<file path="src/rtl/sp_pkg.sv">
package sp_pkg;

  // strobes from control to datapath, one cycle each
  typedef struct packed {
    logic txLoad;     // copy holding pair into transmit shifter
    logic txZero;     // fill transmit shifter with a zero word
    logic txShift;    // advance transmit shifter by one bit
    logic txDrive;    // a data bit is on the line this cycle
    logic rxShift;    // sample one receive bit
    logic rxCapture;  // finished word into buffer register
    logic rxCopy;     // buffer register into readable pair
  } spStrobe_t;

  function automatic int unsigned wordBits(input logic [2:0] code);
    case (code)
      3'd0:    return 8;
      3'd1:    return 12;
      3'd2:    return 16;
      3'd3:    return 20;
      3'd4:    return 24;
      default: return 32;
    endcase
  endfunction

endpackage

</file>
<file path="src/rtl/sp_ctrl.sv">
module sp_ctrl
  import sp_pkg::*;
#(
  parameter int FrameLenWidth = 7,
  parameter int CntWidth      = 6
) (
  input  logic                     clk,
  input  logic                     rstN,
  input  logic [2:0]               cfgWordLen,
  input  logic [FrameLenWidth-1:0] cfgFrameLen,
  input  logic                     hostWrLo,
  input  logic                     rxReadLo,
  input  logic                     rxSync,
  output spStrobe_t                strobe,
  output logic                     txReady,
  output logic                     txSync,
  output logic                     rxReady,
  output logic                     rxOverrun
);

  typedef enum logic [1:0] {TX_IDLE, TX_SYNC, TX_DATA} txState_t;

  txState_t                 txState;
  logic [CntWidth-1:0]      txBit, rxBit, lastBit;
  logic [FrameLenWidth-1:0] txWord, rxWord;
  logic                     txPending, rxActive, rbrFull;
  logic                     txWordEnd, txFrameEnd, rxWordEnd, overrunSet;

  assign lastBit = CntWidth'(wordBits(cfgWordLen) - 1);

  always_comb begin
    txWordEnd  = (txState == TX_DATA) && (txBit == lastBit);
    txFrameEnd = txWordEnd && (txWord == cfgFrameLen);
    rxWordEnd  = rxActive && (rxBit == lastBit);

    strobe           = '0;
    strobe.txDrive   = (txState == TX_DATA);
    strobe.txShift   = (txState == TX_DATA) && !txWordEnd;
    strobe.txLoad    = txPending && ((txState == TX_IDLE) || txWordEnd);
    strobe.txZero    = txWordEnd && !txFrameEnd && !txPending;
    strobe.rxShift   = rxActive;
    strobe.rxCopy    = rbrFull && !rxReady;
    strobe.rxCapture = rxWordEnd && (!rbrFull || strobe.rxCopy);
    overrunSet       = rxWordEnd && rbrFull && !strobe.rxCopy;
  end

  assign txReady = !txPending;
  assign txSync  = (txState == TX_SYNC);

  // transmit sequencing
  always_ff @(posedge clk) begin
    if (!rstN) begin
      txState   <= TX_IDLE;
      txBit     <= '0;
      txWord    <= '0;
      txPending <= 1'b0;
    end else begin
      if (hostWrLo)           txPending <= 1'b1;
      else if (strobe.txLoad) txPending <= 1'b0;
      case (txState)
        TX_IDLE: if (strobe.txLoad) begin
          txState <= TX_SYNC;
          txWord  <= '0;
        end
        TX_SYNC: begin
          txState <= TX_DATA;
          txBit   <= '0;
        end
        default: begin
          if (txWordEnd) begin
            txBit <= '0;
            if (txFrameEnd) begin
              txWord  <= '0;
              txState <= txPending ? TX_SYNC : TX_IDLE;
            end else begin
              txWord <= txWord + 1'b1;
            end
          end else begin
            txBit <= txBit + 1'b1;
          end
        end
      endcase
    end
  end

  // receive sequencing and flags
  always_ff @(posedge clk) begin
    if (!rstN) begin
      rxActive  <= 1'b0;
      rxBit     <= '0;
      rxWord    <= '0;
      rbrFull   <= 1'b0;
      rxReady   <= 1'b0;
      rxOverrun <= 1'b0;
    end else begin
      if (!rxActive) begin
        if (rxSync) begin
          rxActive <= 1'b1;
          rxBit    <= '0;
          rxWord   <= '0;
        end
      end else if (rxWordEnd) begin
        rxBit <= '0;
        if (rxWord == cfgFrameLen) rxActive <= 1'b0;
        else                       rxWord   <= rxWord + 1'b1;
      end else begin
        rxBit <= rxBit + 1'b1;
      end

      if (strobe.rxCapture)   rbrFull <= 1'b1;
      else if (strobe.rxCopy) rbrFull <= 1'b0;

      if (strobe.rxCopy) rxReady <= 1'b1;
      else if (rxReadLo) rxReady <= 1'b0;

      if (overrunSet)    rxOverrun <= 1'b1;
      else if (rxReadLo) rxOverrun <= 1'b0;
    end
  end

endmodule

</file>
<file path="src/rtl/sp_datapath.sv">
module sp_datapath
  import sp_pkg::*;
#(
  parameter int HostWidth = 16
) (
  input  logic                 clk,
  input  logic                 rstN,
  input  logic [2:0]           cfgWordLen,
  input  logic                 hostWrHi,
  input  logic                 hostWrLo,
  input  logic [HostWidth-1:0] hostWrData,
  input  spStrobe_t            strobe,
  input  logic                 rxData,
  output logic                 txData,
  output logic [HostWidth-1:0] rxDataHi,
  output logic [HostWidth-1:0] rxDataLo
);

  localparam int WordW = 2 * HostWidth;

  logic [HostWidth-1:0] holdHi, holdLo;
  logic [WordW-1:0]     txShReg, rxShReg, rxBuf, rxHold, wordMask, rxNext;
  int unsigned          bits;

  always_comb begin
    bits     = wordBits(cfgWordLen);
    wordMask = (bits >= WordW) ? '1 : ((WordW'(1) << bits) - WordW'(1));
    rxNext   = {rxShReg[WordW-2:0], rxData} & wordMask;
  end

  assign txData   = strobe.txDrive & txShReg[WordW-1];
  assign rxDataHi = rxHold[WordW-1:HostWidth];
  assign rxDataLo = rxHold[HostWidth-1:0];

  always_ff @(posedge clk) begin
    if (!rstN) begin
      holdHi  <= '0;
      holdLo  <= '0;
      txShReg <= '0;
      rxShReg <= '0;
      rxBuf   <= '0;
      rxHold  <= '0;
    end else begin
      if (hostWrHi) holdHi <= hostWrData;
      if (hostWrLo) holdLo <= hostWrData;

      // word is left-aligned so the shifter's top bit is always the next bit out
      if (strobe.txLoad)       txShReg <= {holdHi, holdLo} << (WordW - bits);
      else if (strobe.txZero)  txShReg <= '0;
      else if (strobe.txShift) txShReg <= {txShReg[WordW-2:0], 1'b0};

      if (strobe.rxShift)   rxShReg <= {rxShReg[WordW-2:0], rxData};
      if (strobe.rxCapture) rxBuf   <= rxNext;
      if (strobe.rxCopy)    rxHold  <= rxBuf;
    end
  end

endmodule

</file>
<file path="src/rtl/frame_serial_port.sv">
module frame_serial_port
  import sp_pkg::*;
#(
  parameter int HostWidth     = 16,
  parameter int FrameLenWidth = 7
) (
  input  logic                     clk,
  input  logic                     rstN,
  input  logic [2:0]               cfgWordLen,
  input  logic [FrameLenWidth-1:0] cfgFrameLen,
  input  logic                     hostWrHi,
  input  logic                     hostWrLo,
  input  logic [HostWidth-1:0]     hostWrData,
  output logic                     txReady,
  input  logic                     rxReadLo,
  output logic [HostWidth-1:0]     rxDataHi,
  output logic [HostWidth-1:0]     rxDataLo,
  output logic                     rxReady,
  output logic                     rxOverrun,
  output logic                     txSync,
  output logic                     txData,
  input  logic                     rxSync,
  input  logic                     rxData
);

  localparam int CntWidth = $clog2(2 * HostWidth);

  spStrobe_t strobe;

  sp_ctrl #(
    .FrameLenWidth(FrameLenWidth),
    .CntWidth     (CntWidth)
  ) u_ctrl (
    .clk        (clk),
    .rstN       (rstN),
    .cfgWordLen (cfgWordLen),
    .cfgFrameLen(cfgFrameLen),
    .hostWrLo   (hostWrLo),
    .rxReadLo   (rxReadLo),
    .rxSync     (rxSync),
    .strobe     (strobe),
    .txReady    (txReady),
    .txSync     (txSync),
    .rxReady    (rxReady),
    .rxOverrun  (rxOverrun)
  );

  sp_datapath #(
    .HostWidth(HostWidth)
  ) u_dp (
    .clk       (clk),
    .rstN      (rstN),
    .cfgWordLen(cfgWordLen),
    .hostWrHi  (hostWrHi),
    .hostWrLo  (hostWrLo),
    .hostWrData(hostWrData),
    .strobe    (strobe),
    .rxData    (rxData),
    .txData    (txData),
    .rxDataHi  (rxDataHi),
    .rxDataLo  (rxDataLo)
  );

endmodule

</file>
<file path="config.mk">
export PLATFORM = sky130hd
export DESIGN_NAME = frame_serial_port
export DESIGN_NICKNAME = d
export VERILOG_FILES = /design/src/rtl/sp_pkg.sv /design/src/rtl/sp_ctrl.sv /design/src/rtl/sp_datapath.sv /design/src/rtl/frame_serial_port.sv
export SDC_FILE = /design/constraint.sdc
export NUM_CORES = 1
export LEC_CHECK = 0
export BUFFER_PORTS_ARGS = -buffer_cell sky130_fd_sc_hd__buf_2
export CAP_MARGIN = 20
export CORE_UTILIZATION = 25
export CTS_BUF_LIST = sky130_fd_sc_hd__clkbuf_4
export CTS_CLUSTER_DIAMETER = 200
export DETAILED_ROUTE_END_ITERATION = 6
export PLACE_DENSITY_LB_ADDON = 0.12
export SYNTH_ARGS = -nofsm -noshare
export SYNTH_HDL_FRONTEND = slang
export SYNTH_SLANG_ARGS = --single-unit
</file>
<file path="constraint.sdc">
create_clock -name clk -period 10.1 [get_ports clk]
set_input_delay 2.525 -clock clk [delete_from_list [all_inputs] [get_ports clk]]
set_output_delay 2.525 -clock clk [all_outputs]
set_load 0.02 [all_outputs]
</file>
* After elaboration in Yosys (flattened, before gate mapping)
Index checks and enable logic that the tools add are counted.
** Storage, ports and cells
- Memories :: 0
- Bits in latches :: 0
- Register bits after elaboration :: 190
- Input bits :: 33
- Output and inout port bits :: 37
- Logic and storage cells :: 109
- ROM bits :: 0
- RAM bits :: 0
** Operators by class
- Reduce and logical (&&, ||, !) cells :: 33
- Bitwise gates (word level) :: 3
- Eq/ne operators :: 13
- Magnitude comparators :: 1
- $add $sub $neg :: 7
- Muxes and demuxes :: 34
- Shifts and indexed selects :: 2
- Multipliers :: 0
- Divide/modulo/power cells :: 0
** Operators by type and width (count)
- 32-bit 2-to-1 mux :: 4
- 7-bit 2-to-1 mux :: 7
- 32-bit AND :: 1
- 1-bit by 6-bit left shift with 32-bit output, first input constant :: 1
- 32-bit by 32-bit left shift with 32-bit output :: 1
- 32-bit by 1-bit subtractor with 32-bit output, second input constant :: 1
- 6-bit case mux with 5 select lines :: 1
- 5-bit 2-to-1 mux :: 4
- 7-bit by 1-bit adder with 7-bit output, second input constant :: 2
- 7-bit == test :: 2
- 7-bit case mux with 2 select lines :: 1
- 1-bit 2-to-1 mux :: 12
- 2-bit nonzero test :: 6
- 1-bit logical AND :: 11
- 5-bit by 1-bit adder with 5-bit output, second input constant :: 2
- 5-bit == test :: 2
- 5-bit case mux with 2 select lines :: 1
- 3-bit AND reduction :: 3
- 3-bit nonzero test :: 3
- 6-bit by 6-bit subtractor with 7-bit output, first input constant :: 1
- 3-bit by 2-bit == test with 1-bit output, second input constant :: 2
- 6-bit greater-or-equal comparator, second input constant :: 1
- 1-bit logical NOT :: 6
- 2-bit 2-to-1 mux :: 3
- other kinds (12) :: 15

* Logic depth before layout (Yosys ltp)
Gate-level depths: netlist (run 1).
- Depth after elaboration :: 11
- Mapped depth :: 15
- Mapped depth without buffers :: 11

* Hierarchy
Synthesis (run 1) repeated with hierarchy kept, for this count alone.
** Unflattened totals
- Cell total of the unflattened synthesis :: 982
- Area, all modules :: 9156.3 um^2
** Modules (own cells, without submodules)
- sp_datapath :: area each 7268.2 um^2, times used 1, cells an instance 750, sequential area each 3183.1 um^2
- sp_ctrl :: area each 1888.1 um^2, times used 1, cells an instance 232, sequential area each 620.6 um^2

* Worst setup path after synthesis (run 1)
OpenSTA, ideal clock, no wires.
- Path type :: input-to-reg
- From :: in cfgWordLen[0]
- To :: reg u_dp.txShReg[25]
- Buffers on the path :: 6
- Setup slack :: 5070 ps
- Stages :: 15
- Data arrival time :: 4942 ps
- Cell sequence :: buf_6 > nand2b_4 > buf_6 > inv_4 > buf_2 > ha_1 > buf_2 > xnor2_1 > nand2_1 > o31ai_4 > a21oi_2 > or2_1 > buf_6 > buf_4 > a311oi_2
** Between the ends
- Cells in the longest elaborated chain, start to end :: 11
- Elaborated cells between the ends (all ways) :: 22
** Ends and longest elaborated chain
- from (decl) :: line frame_serial_port.sv:9 : input logic [2:0] cfgWordLen,
- 3-bit == test, or another cell as far along :: line sp_pkg.sv:15 : case (code)
- 6-bit case mux with 5 select lines (*) :: line sp_pkg.sv:15
- branches (longest 9 deep; another with 6-bit by 6-bit subtractor with 7-bit output)
- to (signal assigned) :: line sp_datapath.sv:48 : if (strobe.txLoad) txShReg <= {holdHi, holdLo} << (WordW - bits);
- to (signal assigned) :: line sp_datapath.sv:50 : else if (strobe.txShift) txShReg <= {txShReg[WordW-2:0], 1'b0};
- to (decl) :: line sp_datapath.sv:22 : logic [WordW-1:0] txShReg, rxShReg, rxBuf, rxHold, wordMask, rxNext;
Mark *: on every way between the ends.
A chain may end at the register's enable or synchronous reset.

* Worst setup path after layout (run 1)
- From :: in cfgWordLen[2]
- To :: reg u_dp.txShReg[22]
Same word-level chain as after synthesis.

==> impl_results.md, run 1 <==
- Slew headroom: 0.3376
- Vias: about 7,200
- HPWL Detailed: about 17,000 µm
- # Post-CTS Setup Buffers: 0
- HP Class: flop to flop
- Antenna violations before repair: 1
- GPL Wtd Cong: between 0.8 and 0.9
- First-pass GRT wire length: slightly below 40,000 µm
- Hold Fails Final Rpt: 0
- CP Class: primary input to flop
- # setup viols final: 0
- All-layer global routing usage: 0.1389
- Clock sinks: 190
- Core area: between 0.03 and 0.04 mm²
- CP Max Fanout: around 50
- Hold WS: roughly 0.46 ns
- Count of flip-flops with a built-in enable after synthesis: 0
- DR WL/cell: about 16 µm
- Port Buffer Count: 69
- Ports: 70
- CP required: 10.57 ns
- Fmax: approximately 170 MHz
- Clk Latency, worst-skew pair: approximately 0.61 ns
- Slew Viols, Final: 0
- Layout Skew: about 0.033 ns
- Std-Cell Rows: 68
- CP top delay family: simple AND/OR/NAND/NOR gates
- H-tree depth: 4
- DRC viols: 0
- DR iter-0 viols: approximately 520
- Yosys warning count: 0
- Aggregate routed wire length: 24,470 µm
- Slowest CP cell: ha_1
- CTS Hold Bufs: 0
- Sequential-to-total area share from yosys stat: 0.4304
- Peak VDD IR: between 0.00006 and 0.00007 V
- Die X: between 150 and 200 µm
- Syn Area/Cell: about 8.7 µm²
- Net count, final: around 1,100
- CTS Buffer Depth: 2
- Unique masters post-synth: 74
- CP max stage delay: around 0.73 ns
- Num CTS Buffers: 17
- #FFs+latches synth: between 150 and 200
- Startpoint types: primary input
- Die ar.: roughly 0.036 mm²
- Fillers: about 3,700
- Synthesized instance count: slightly above 1,000
- Static Leak: 0.003550 µW
- Setup TNS: 0 ns
- Number of global-route vias before repair: around 7,000
- Mapped Area: between 0.008 and 0.009 mm²
- Syn nets: roughly 1,100
- Cts repair resizes: 0
- Largest net degree at the start of global routing: 85
- Crit path time final: ~6.1 ns
- Starting density of the core: 0.2552
- Async set-reset flop share out of synthesis: 0
- RSZ-0062 raised after global routing: no
- CP cell instances: buf_2 > nand2b_4 > inv_4 > ha_1 > xnor2_1 > nand2_1 > nor3_2 > nor4b_4 > buf_4 > or2_1 > buf_16 > a311oi_1
- Layout area overhead: 10.50%
- CTS tree: built
- Die H: between 150 and 200 µm
- Worst-path clk slew: around 0.17 ns
- CP Capture Type: flop
- Pwr dens: 143.0 mW/mm²
- Post-detailed-route count of antenna-violating nets: 0
- Synth Flop Type: dfxtp_1
- Root Buffer: clkbuf_4
- Final Cycle Share: 0.5998
- Tightest Pin Transition: 0.9846 ns
- Crit path DAT: between 6 and 7 ns
- Buf/Inv on CP: 4
- Maxcap violations: 0
- Routed vias/inst: about 4.8
- Overflow after GRT: 0
- Layout cells sized above 1: 0.1293
- Status: completed
- Pre-antenna DRT Iters: 5
-- flip-flops by register name, indices dropped and copies added (netlist names), 2 cells and up --
name / flops
u_ctrl.rxBit: 5
u_ctrl.rxWord: 7
u_ctrl.txBit: 5
u_ctrl.txState: 2
u_ctrl.txWord: 7
u_dp.holdHi: 16
u_dp.holdLo: 16
u_dp.rxBuf: 32
u_dp.rxHold: 32
u_dp.rxShReg: 31
u_dp.txShReg: 32
-- cell type report --
class                           instances  area, µm²  area share
Multi-Input combinational cell        737       4633      0.4744
Sequential cell                       190       3805      0.3896
Tap cell                              455      569.3     0.05829
Timing Repair Buffer                   78      440.4     0.04509
Clock buffer                           18      135.1     0.01384
Clock inverter                         14      120.1     0.01230
Inverter                               15      61.31    0.006277
Antenna cell                            1      2.502   0.0002562
-- tightest hold or removal path, stage by stage, from the launching register on --
cell and delay (ns):
dfxtp_1 0.34, nand2_1 0.05, a21oi_1 0.05
-- power breakdown --
group          switching [µW]  leakage [µW]  internal [µW]
sequential               18.9       0.00154            773
combinational             122       0.00186           69.0
clock                     303      0.000144            110
total                     444       0.00355            952
-- cells by family after synthesis --
kind of cell | Yosys count | synth area share
AOI/OAI and AO/OA | 199 | 0.1502
xor gates and xnor gates | 30 | 0.03270
adders and majority gates | 11 | 0.01557
buffers and inverters | 93 | 0.04629
DFF | 190 | 0.4304
muxes | 94 | 0.1084
and+or+nand+nor | 403 | 0.2165
-- worst paths after layout --
| kind | from | to | slack [ns] | cells after the start |
|---|---|---|---|---|
| worst max-delay path | cfgWordLen[2] | u_dp.txShReg[22] | 4.04 | 12 |
| worst min-delay path | u_dp.rxBuf[26] | u_dp.rxHold[26] | 0.46 | 2 |
| worst max register to register | u_ctrl.txBit[0] | u_dp.txShReg[22] | 7.11 | 8 |
| worst min register to register | u_dp.rxBuf[26] | u_dp.rxHold[26] | 0.46 | 2 |
-- stage by stage --
step,cells,total power [µW],cell area [µm²],setup slack (ns),util
after floorplan,1020,941.4,8838,5.070,-
after global placement,1473,997.5,9467,3.180,0.2734
after detailed placement,1475,999.5,9509,3.384,0.2746
after CTS,1507,1424,9764,4.094,0.2820
after global routing,1508,1473,9767,3.796,0.2820
final,1508,1396,9767,4.042,0.2820
-- per-layer routing --
layer / global-route usage / wire [µm] / vias to the layer above
met3: 0.02767 / 803 / 17
met5: 0 / 0 / -
met1: 0.1891 / 12030 / 3440
met2: 0.2207 / 11320 / 121
li1: - / - / 3659
met4: 0.04001 / 315 / 0
-- Yosys cell counts (5+ instances only) --
cell,n,area share
dfxtp_1,190,0.43
o21ai_0,18,0.010
nand4_1,10,0.0071
clkbuf_1,58,0.025
a311oi_1,16,0.016
nand3b_1,18,0.015
buf_2,10,0.0057
nor3_1,27,0.015
o31ai_1,6,0.0051
a22oi_1,8,0.0068
nand2_1,145,0.062
o22ai_1,6,0.0042
xor2_1,10,0.0099
xnor2_1,18,0.018
mux2i_1,89,0.10
buf_6,5,0.0064
or3_1,6,0.0042
ha_1,11,0.016
nor2_1,107,0.045
a21oi_1,88,0.050
inv_1,13,0.0055
nand2b_1,10,0.0071
nand3_1,40,0.023
nor3b_1,11,0.0093
a31oi_1,7,0.0050
-- layout by cell type, fill, tap and decap left out, types with 6 or more instances in the layout --
master,n
nor3_1,27
a21oi_1,88
a22oi_1,8
a31oi_1,7
o21ai_0,18
ha_1,11
dfxtp_1,189
xor2_1,10
mux2i_1,89
o22ai_1,6
nand3_1,40
inv_6,7
nor3b_1,11
clkbuf_4,18
nand4_1,10
or3_1,6
a311oi_1,16
nand2b_1,10
nand3b_1,18
o31ai_1,6
nor2_1,107
xnor2_1,18
nand2_1,145
inv_1,12
buf_2,69
buf_4,7
(Power assumes the default switching activity.)
==> inputs of run 2 (changes only) <==
==> constraint.sdc (replaced) <==
create_clock -name clk -period 5.25 [get_ports clk]
set_input_delay 1.3125 -clock clk [delete_from_list [all_inputs] [get_ports clk]]
set_output_delay 1.3125 -clock clk [all_outputs]
set_load 0.02 [all_outputs]
==> run 2 against run 1 <==
Effect of this change: sequential cell count is the same; worst setup slack worse by 2.7 ns; register-to-register slack lost 4.6 ns; combinational power up 88%; sequential power is 92% higher; clock skew is 0.0082 ns lower; first-iteration DRC count fell by 21%; via count is 0.54% lower; non-clock buffer count increased by 4.
==> impl_results.md, run 2 (same netlist as run 1, synthesis figures left out) <==
- Final Cycle Share: 0.7430
- Worst R2R Start: u_ctrl.txBit[0]
- Capture instance of the worst register-to-register path: u_dp.txShReg[3]
- Antenna violations before repair: 1 (unchanged)
- Most common library cell in the layout ignoring fill and taps: dfxtp_1
- Post-detailed-route count of antenna-violating nets: 0 (unchanged)
- Commonest cells after routing, fill and taps aside: dfxtp_1, nand2_1, nor2_1
- Hold Startpoint: u_dp.rxBuf[29]
- Static Leak: 0.003572 µW (+0.61%)
- Fmax: around 260 MHz
- Overflow after GRT: 0 (unchanged)
- Crit path time final: 3.901 ns
- Flop pwr share: 0.569 (+0.002)
- Slew headroom: 0.3504 (+0.01281)
- CTS Buffer Depth: 2 (unchanged)
- Worst reg-to-reg setup slack: 2.51 ns (-4.60 ns)
- Worst-path clk slew: 0.18 ns (about the same)
- GPL Wtd Cong: 0.8096 (-3.7%)
- DR iter-0 viols: 409 (-21%)
- Worst hold path depth: 2 (unchanged)
- Clock sinks: 190 (unchanged)
- CP Max Fanout: 31 (-39%)
- Aggregate routed wire length: 23,840 µm (-2.6%)
- Die X: 190.0 µm (unchanged)
- All-layer global routing usage: 0.1370 (-0.001921)
- Layout cells sized above 1: 0.1345 (+0.005192)
- First-pass GRT wire length: 38,950 µm (-1.7%)
- # Post-CTS Setup Buffers: 0 (unchanged)
- Setup TNS: 0 ns (unchanged)
- HP Class: flop to flop
- CP max stage delay: 0.62 ns (-0.11 ns)
- Starting density of the core: 0.2552 (unchanged)
- Slowest CP cell: nor2_1
- Clk pwr share: 0.297 (about the same)
- P_int: 1840 µW (+93%)
- Startpoint types: primary input
- Core area: 0.03463 mm² (unchanged)
- Net count, final: 1,087 (+0.37%)
- Pwr dens: 273.6 mW/mm² (+91%)
- Tightest Pin Transition: 0.9744 ns (-0.01014 ns)
- Combinational Power Share: 0.134 (-0.003)
- DR WL/cell: 15.77 µm (-2.8%)
- Net Sw Power: 839.0 µW (+89%)
- Ports: 70 (unchanged)
- Fillers: 3,775 (+1.1%)
- HPWL Detailed: 16,240 µm (-2.2%)
- Clk Latency, worst-skew pair: 0.62 ns (about the same)
- CP required: 5.76 ns (-4.81 ns)
- Crit path DAT: 4.41 ns (-2.11 ns)
- CTS tree: built
- Largest net degree at the start of global routing: 86 (+1.2%)
- Layout area overhead: 10.76%
- Std-Cell Rows: 68 (unchanged)
- Pre-antenna DRT Iters: 5 (unchanged)
- # setup viols final: 0 (unchanged)
- RSZ-0062 raised after global routing: no
- CP cell instances: buf_2 > nand2b_4 > buf_4 > ha_1 > ha_1 > nor2_1 > nand2_1 > nor2_1 > nand3_1 > a311oi_1
- Largest registers: u_dp.rxBuf (32), u_dp.rxHold (32), u_dp.txShReg (32)
- Number of global-route vias before repair: 6,900 (-1.6%)
- Non-filler instance count after layout: 1,512 (+0.27%)
- Placed inst area: 0.009519 mm² (+0.11%)
- CTS Hold Bufs: 0 (unchanged)
- Peak VDD IR: 0.0001144 V (+65%)
- Num CTS Buffers: 17 (unchanged)
- Status: completed
- CP Class: primary input to flop
- H-tree depth: 4 (unchanged)
- Placed Cells: 1,479 (+0.27%)
- Cts repair resizes: 0 (unchanged)
- Routed vias/inst: 4.761 (-0.80%)
- Min-Delay Endpoint: u_dp.rxHold[29]
- Design Area, Final: 0.009789 mm² (+0.23%)
- Hold Fails Final Rpt: 0 (unchanged)
- Die H: 190.0 µm (unchanged)
- Switching share of power: 0.3132 (-0.004705)
- Worst Reg-to-Reg Cells: 8 (unchanged)
- DRC viols: 0 (unchanged)
- Slew Viols, Final: 0 (unchanged)
- Layout Skew: 0.02465 ns (-0.008169 ns)
- Port Buffer Count: 69 (unchanged)
- Die ar.: 0.03611 mm² (unchanged)
- Root Buffer: clkbuf_4
- CP Capture Type: flop
- Maxcap violations: 0 (unchanged)
- Vias: 7,198 (-0.54%)
==> run 2: layout make-up <==
cell class              count  area (µm²)  share of cell area
multi-input cells         737        4628              0.4728
diodes                      1       2.502           0.0002556
well taps                 455       569.3             0.05815
clock buffers              19       142.6             0.01457
flip-flops and latches    190        3805              0.3887
repair buffers             82       455.4             0.04652
clock inverters            13       125.1             0.01278
inverters                  15       61.31            0.006263
==> run 2: critical path, delay by kind of cell <==
kind,cells,cell delay [ns]
AND/OR/NAND/NOR,5,1.46
adder cells (fa/ha/maj),2,0.71
buffers and inverters,2,0.63
AO/OA/AOI/OAI,1,0.29
==> run 2: worst max-delay path by stage <==
stage                  startpoint                to  cells past startpoint  slack (ns)
floorplan           cfgWordLen[0]  u_dp.txShReg[25]                     15        1.43
global placement    cfgWordLen[2]  u_dp.txShReg[29]                     10        0.84
detailed placement  cfgWordLen[2]   u_dp.txShReg[3]                     10        0.76
CTS                 cfgWordLen[2]   u_dp.txShReg[3]                     10        1.48
global route        cfgWordLen[2]   u_dp.txShReg[3]                     10        1.20
finish              cfgWordLen[2]   u_dp.txShReg[3]                     10        1.35
==> run 2: power by group through the flow <==
stage          logic, µW  registers, µW  clock network [µW]
6_report             359           1520                 795
4_1_cts              363           1530                 854
3_5_place_dp         362           1560                   0
2_1_floorplan        272           1540                   0
5_1_grt              395           1530                 907
3_3_place_gp         363           1560                   0
==> run 2: per-stage QoR <==
step	hold slack (ns)	util	worst slack, ns	total power (µW)
after floorplan	0.4320	-	1.433	1811
final	0.4459	0.2827	1.349	2679
after detailed placement	0.4433	0.2749	0.7639	1917
after CTS	0.4485	0.2826	1.477	2743
after global placement	0.4406	0.2749	0.8425	1919
after global routing	0.4685	0.2827	1.199	2833
==> run 2: layer usage <==
layer | part of all wire | track usage
met3 | 0.036 | 0.02915
met4 | 0.0084 | 0.03753
met1 | 0.49 | 0.1857
met5 | 0 | 0
met2 | 0.46 | 0.2180
==> inputs of run 3 (changes only) <==
==> constraint.sdc (replaced) <==
create_clock -name clk -period 3.37 [get_ports clk]
set_input_delay 0.8425 -clock clk [delete_from_list [all_inputs] [get_ports clk]]
set_output_delay 0.8425 -clock clk [all_outputs]
set_load 0.02 [all_outputs]
==> run 3 against run 2 <==
Effect of this change: sequential power up 57%; total power rose by 60%; critical path depth fell by 7; via count is 1.1% higher; clock power is 65% higher; critical path type is now flop to output port; critical endpoint is now txData; largest cell class unchanged; largest power group unchanged.
==> impl_results.md, run 3 (same netlist as run 1, synthesis figures left out) <==
- Tightest Pin Transition: 0.7847 ns (-0.1897 ns)
- CP required: 2.53 ns (-3.23 ns)
- Final Cycle Share: 0.8106
- Number of global-route vias before repair: 7,097 (+2.9%)
- Static Leak: 0.003742 µW (+4.8%)
- Commonest cells after routing, fill and taps aside: dfxtp_1, nand2_1, nor2_1
- Fillers: 3,761 (-0.37%)
- Pwr dens: 424.5 mW/mm² (+55%)
- Maxcap violations: 0 (unchanged)
- Post-route core utilization: 0.2921 (+0.009430)
- Std-Cell Rows: 68 (unchanged)
- CTS tree: built
- Routed vias/inst: 4.719 (-0.87%)
- Overflow after GRT: 0 (unchanged)
- Status: completed
- Post-detailed-route count of antenna-violating nets: 0 (unchanged)
- Starting density of the core: 0.2552 (unchanged)
- Setup TNS: 0 ns (unchanged)
- DR WL/cell: 15.90 µm (+0.83%)
- Layout area overhead: 14.45%
- Ports: 70 (unchanged)
- Layout Skew: 0.02817 ns (+0.003519 ns)
- Aggregate routed wire length: 24,510 µm (+2.8%)
- RSZ-0062 raised after global routing: no
- # setup viols final: 0 (unchanged)
- Die X: 190.0 µm (unchanged)
- Core area: 0.03463 mm² (unchanged)
- Seq. cell area: 0.003805 mm² (unchanged)
- All-layer global routing usage: 0.1389 (+0.001905)
- Crit path DAT: 1.89 ns (-2.52 ns)
- Fmax: 366.1 MHz
- GPL Wtd Cong: 0.7923 (-2.1%)
- Cts repair resizes: 0 (unchanged)
- Die ar.: 0.03611 mm² (unchanged)
- # Post-CTS Setup Buffers: 0 (unchanged)
- DR iter-0 viols: 387 (-5.4%)
- CP Max Fanout: 15 (-52%)
- Crit path time final: approximately 2.7 ns
- Port Buffer Count: 69 (unchanged)
- CTS Buffer Depth: 2 (unchanged)
- Die H: 190.0 µm (unchanged)
- Hold Fails Final Rpt: 0 (unchanged)
- Largest registers: u_dp.rxBuf (32), u_dp.rxHold (32), u_dp.txShReg (32)
- Clock sinks: 190 (unchanged)
- First-pass GRT wire length: 39,530 µm (+1.5%)
- Worst reg-to-reg setup slack: 1.14 ns (-1.37 ns)
- Layout cells sized above 1: 0.1584 (+0.02391)
- Net count, final: 1,117 (+2.8%)
- CP Class: flop to output port
- Startpoint types: flop
- H-tree depth: 4 (unchanged)
- Slew headroom: 0.4768 (+0.1265)
- Placed inst area: 0.009819 mm² (+3.2%)
- DRC viols: 0 (unchanged)
- Multi-input logic area: 0.004628 mm² (unchanged)
- Vias: 7,277 (+1.1%)
- Clk Latency, worst-skew pair: 0.61 ns (about the same)
- Most common library cell in the layout ignoring fill and taps: dfxtp_1
- HP Class: flop to flop
- Root Buffer: clkbuf_4
- Num CTS Buffers: 17 (unchanged)
- Peak VDD IR: 0.0002530 V (+120%)
- CP Capture Type: output port
- Largest net degree at the start of global routing: 67 (-22%)
- Worst-path clk slew: 0.20 ns (+0.02 ns)
- CTS Hold Bufs: 0 (unchanged)
- Slew Viols, Final: 0 (unchanged)
- Pre-antenna DRT Iters: 5 (unchanged)
- Antenna violations before repair: 1 (unchanged)
- HPWL Detailed: 17,120 µm (+5.4%)
- Design Area, Final: 0.01012 mm² (+3.3%)
run 3: area by class of cell:
type | instances | share of cell area
inverters | 15 | 0.006061
diodes | 1 | 0.0002474
clock inverters | 15 | 0.01645
multi-input cells | 737 | 0.4575
flip-flops and latches | 190 | 0.3761
repair buffers | 112 | 0.07471
clock buffers | 17 | 0.01262
well taps | 455 | 0.05628
run 3: per-stage QoR:
step           std cells  setup slack (ns)  total power [µW]  hold WS, ns
6_report            1542            0.6383              4294       0.4556
3_5_place_dp        1509           0.08931              3041       0.4453
3_3_place_gp        1509           0.06428              3043       0.4399
5_1_grt             1542            0.4622              4531       0.4123
2_1_floorplan       1020           0.02281              2821       0.4320
4_1_cts             1541            0.5602              4395       0.3965
run 3: routing by layer:
metal  wire length [µm]  track usage  share of wire  up-vias
met3                756      0.02749          0.031       17
met2              11420       0.2221           0.47      115
li1                   -            -              -     3706
met1              12030       0.1883           0.49     3439
met4                309      0.03908          0.013        0
met5                  0            0              0        -
run 3: power by group:
part	internal, µW	leakage [µW]	switching, µW
registers	2320	0.00154	57.4
logic	245	0.00205	367
clock network	347	0.000151	960
total	2910	0.00374	1380
run 3: final timing paths:
kind | from | depth (start not counted) | end
hold reg to reg | u_dp.rxBuf[0] | 2 | u_dp.rxHold[0]
hold / removal | u_dp.rxBuf[0] | 2 | u_dp.rxHold[0]
setup reg to reg | u_ctrl.txBit[0] | 8 | u_dp.txShReg[31]
setup / recovery | u_ctrl.txState[1] | 3 | txData
run 3: worst max-delay path, cell delays in order (launching register included):
cell and delay, ns:
dfxtp_1 0.71, nand2b_1 0.27, nor2_1 0.14, buf_2 0.18
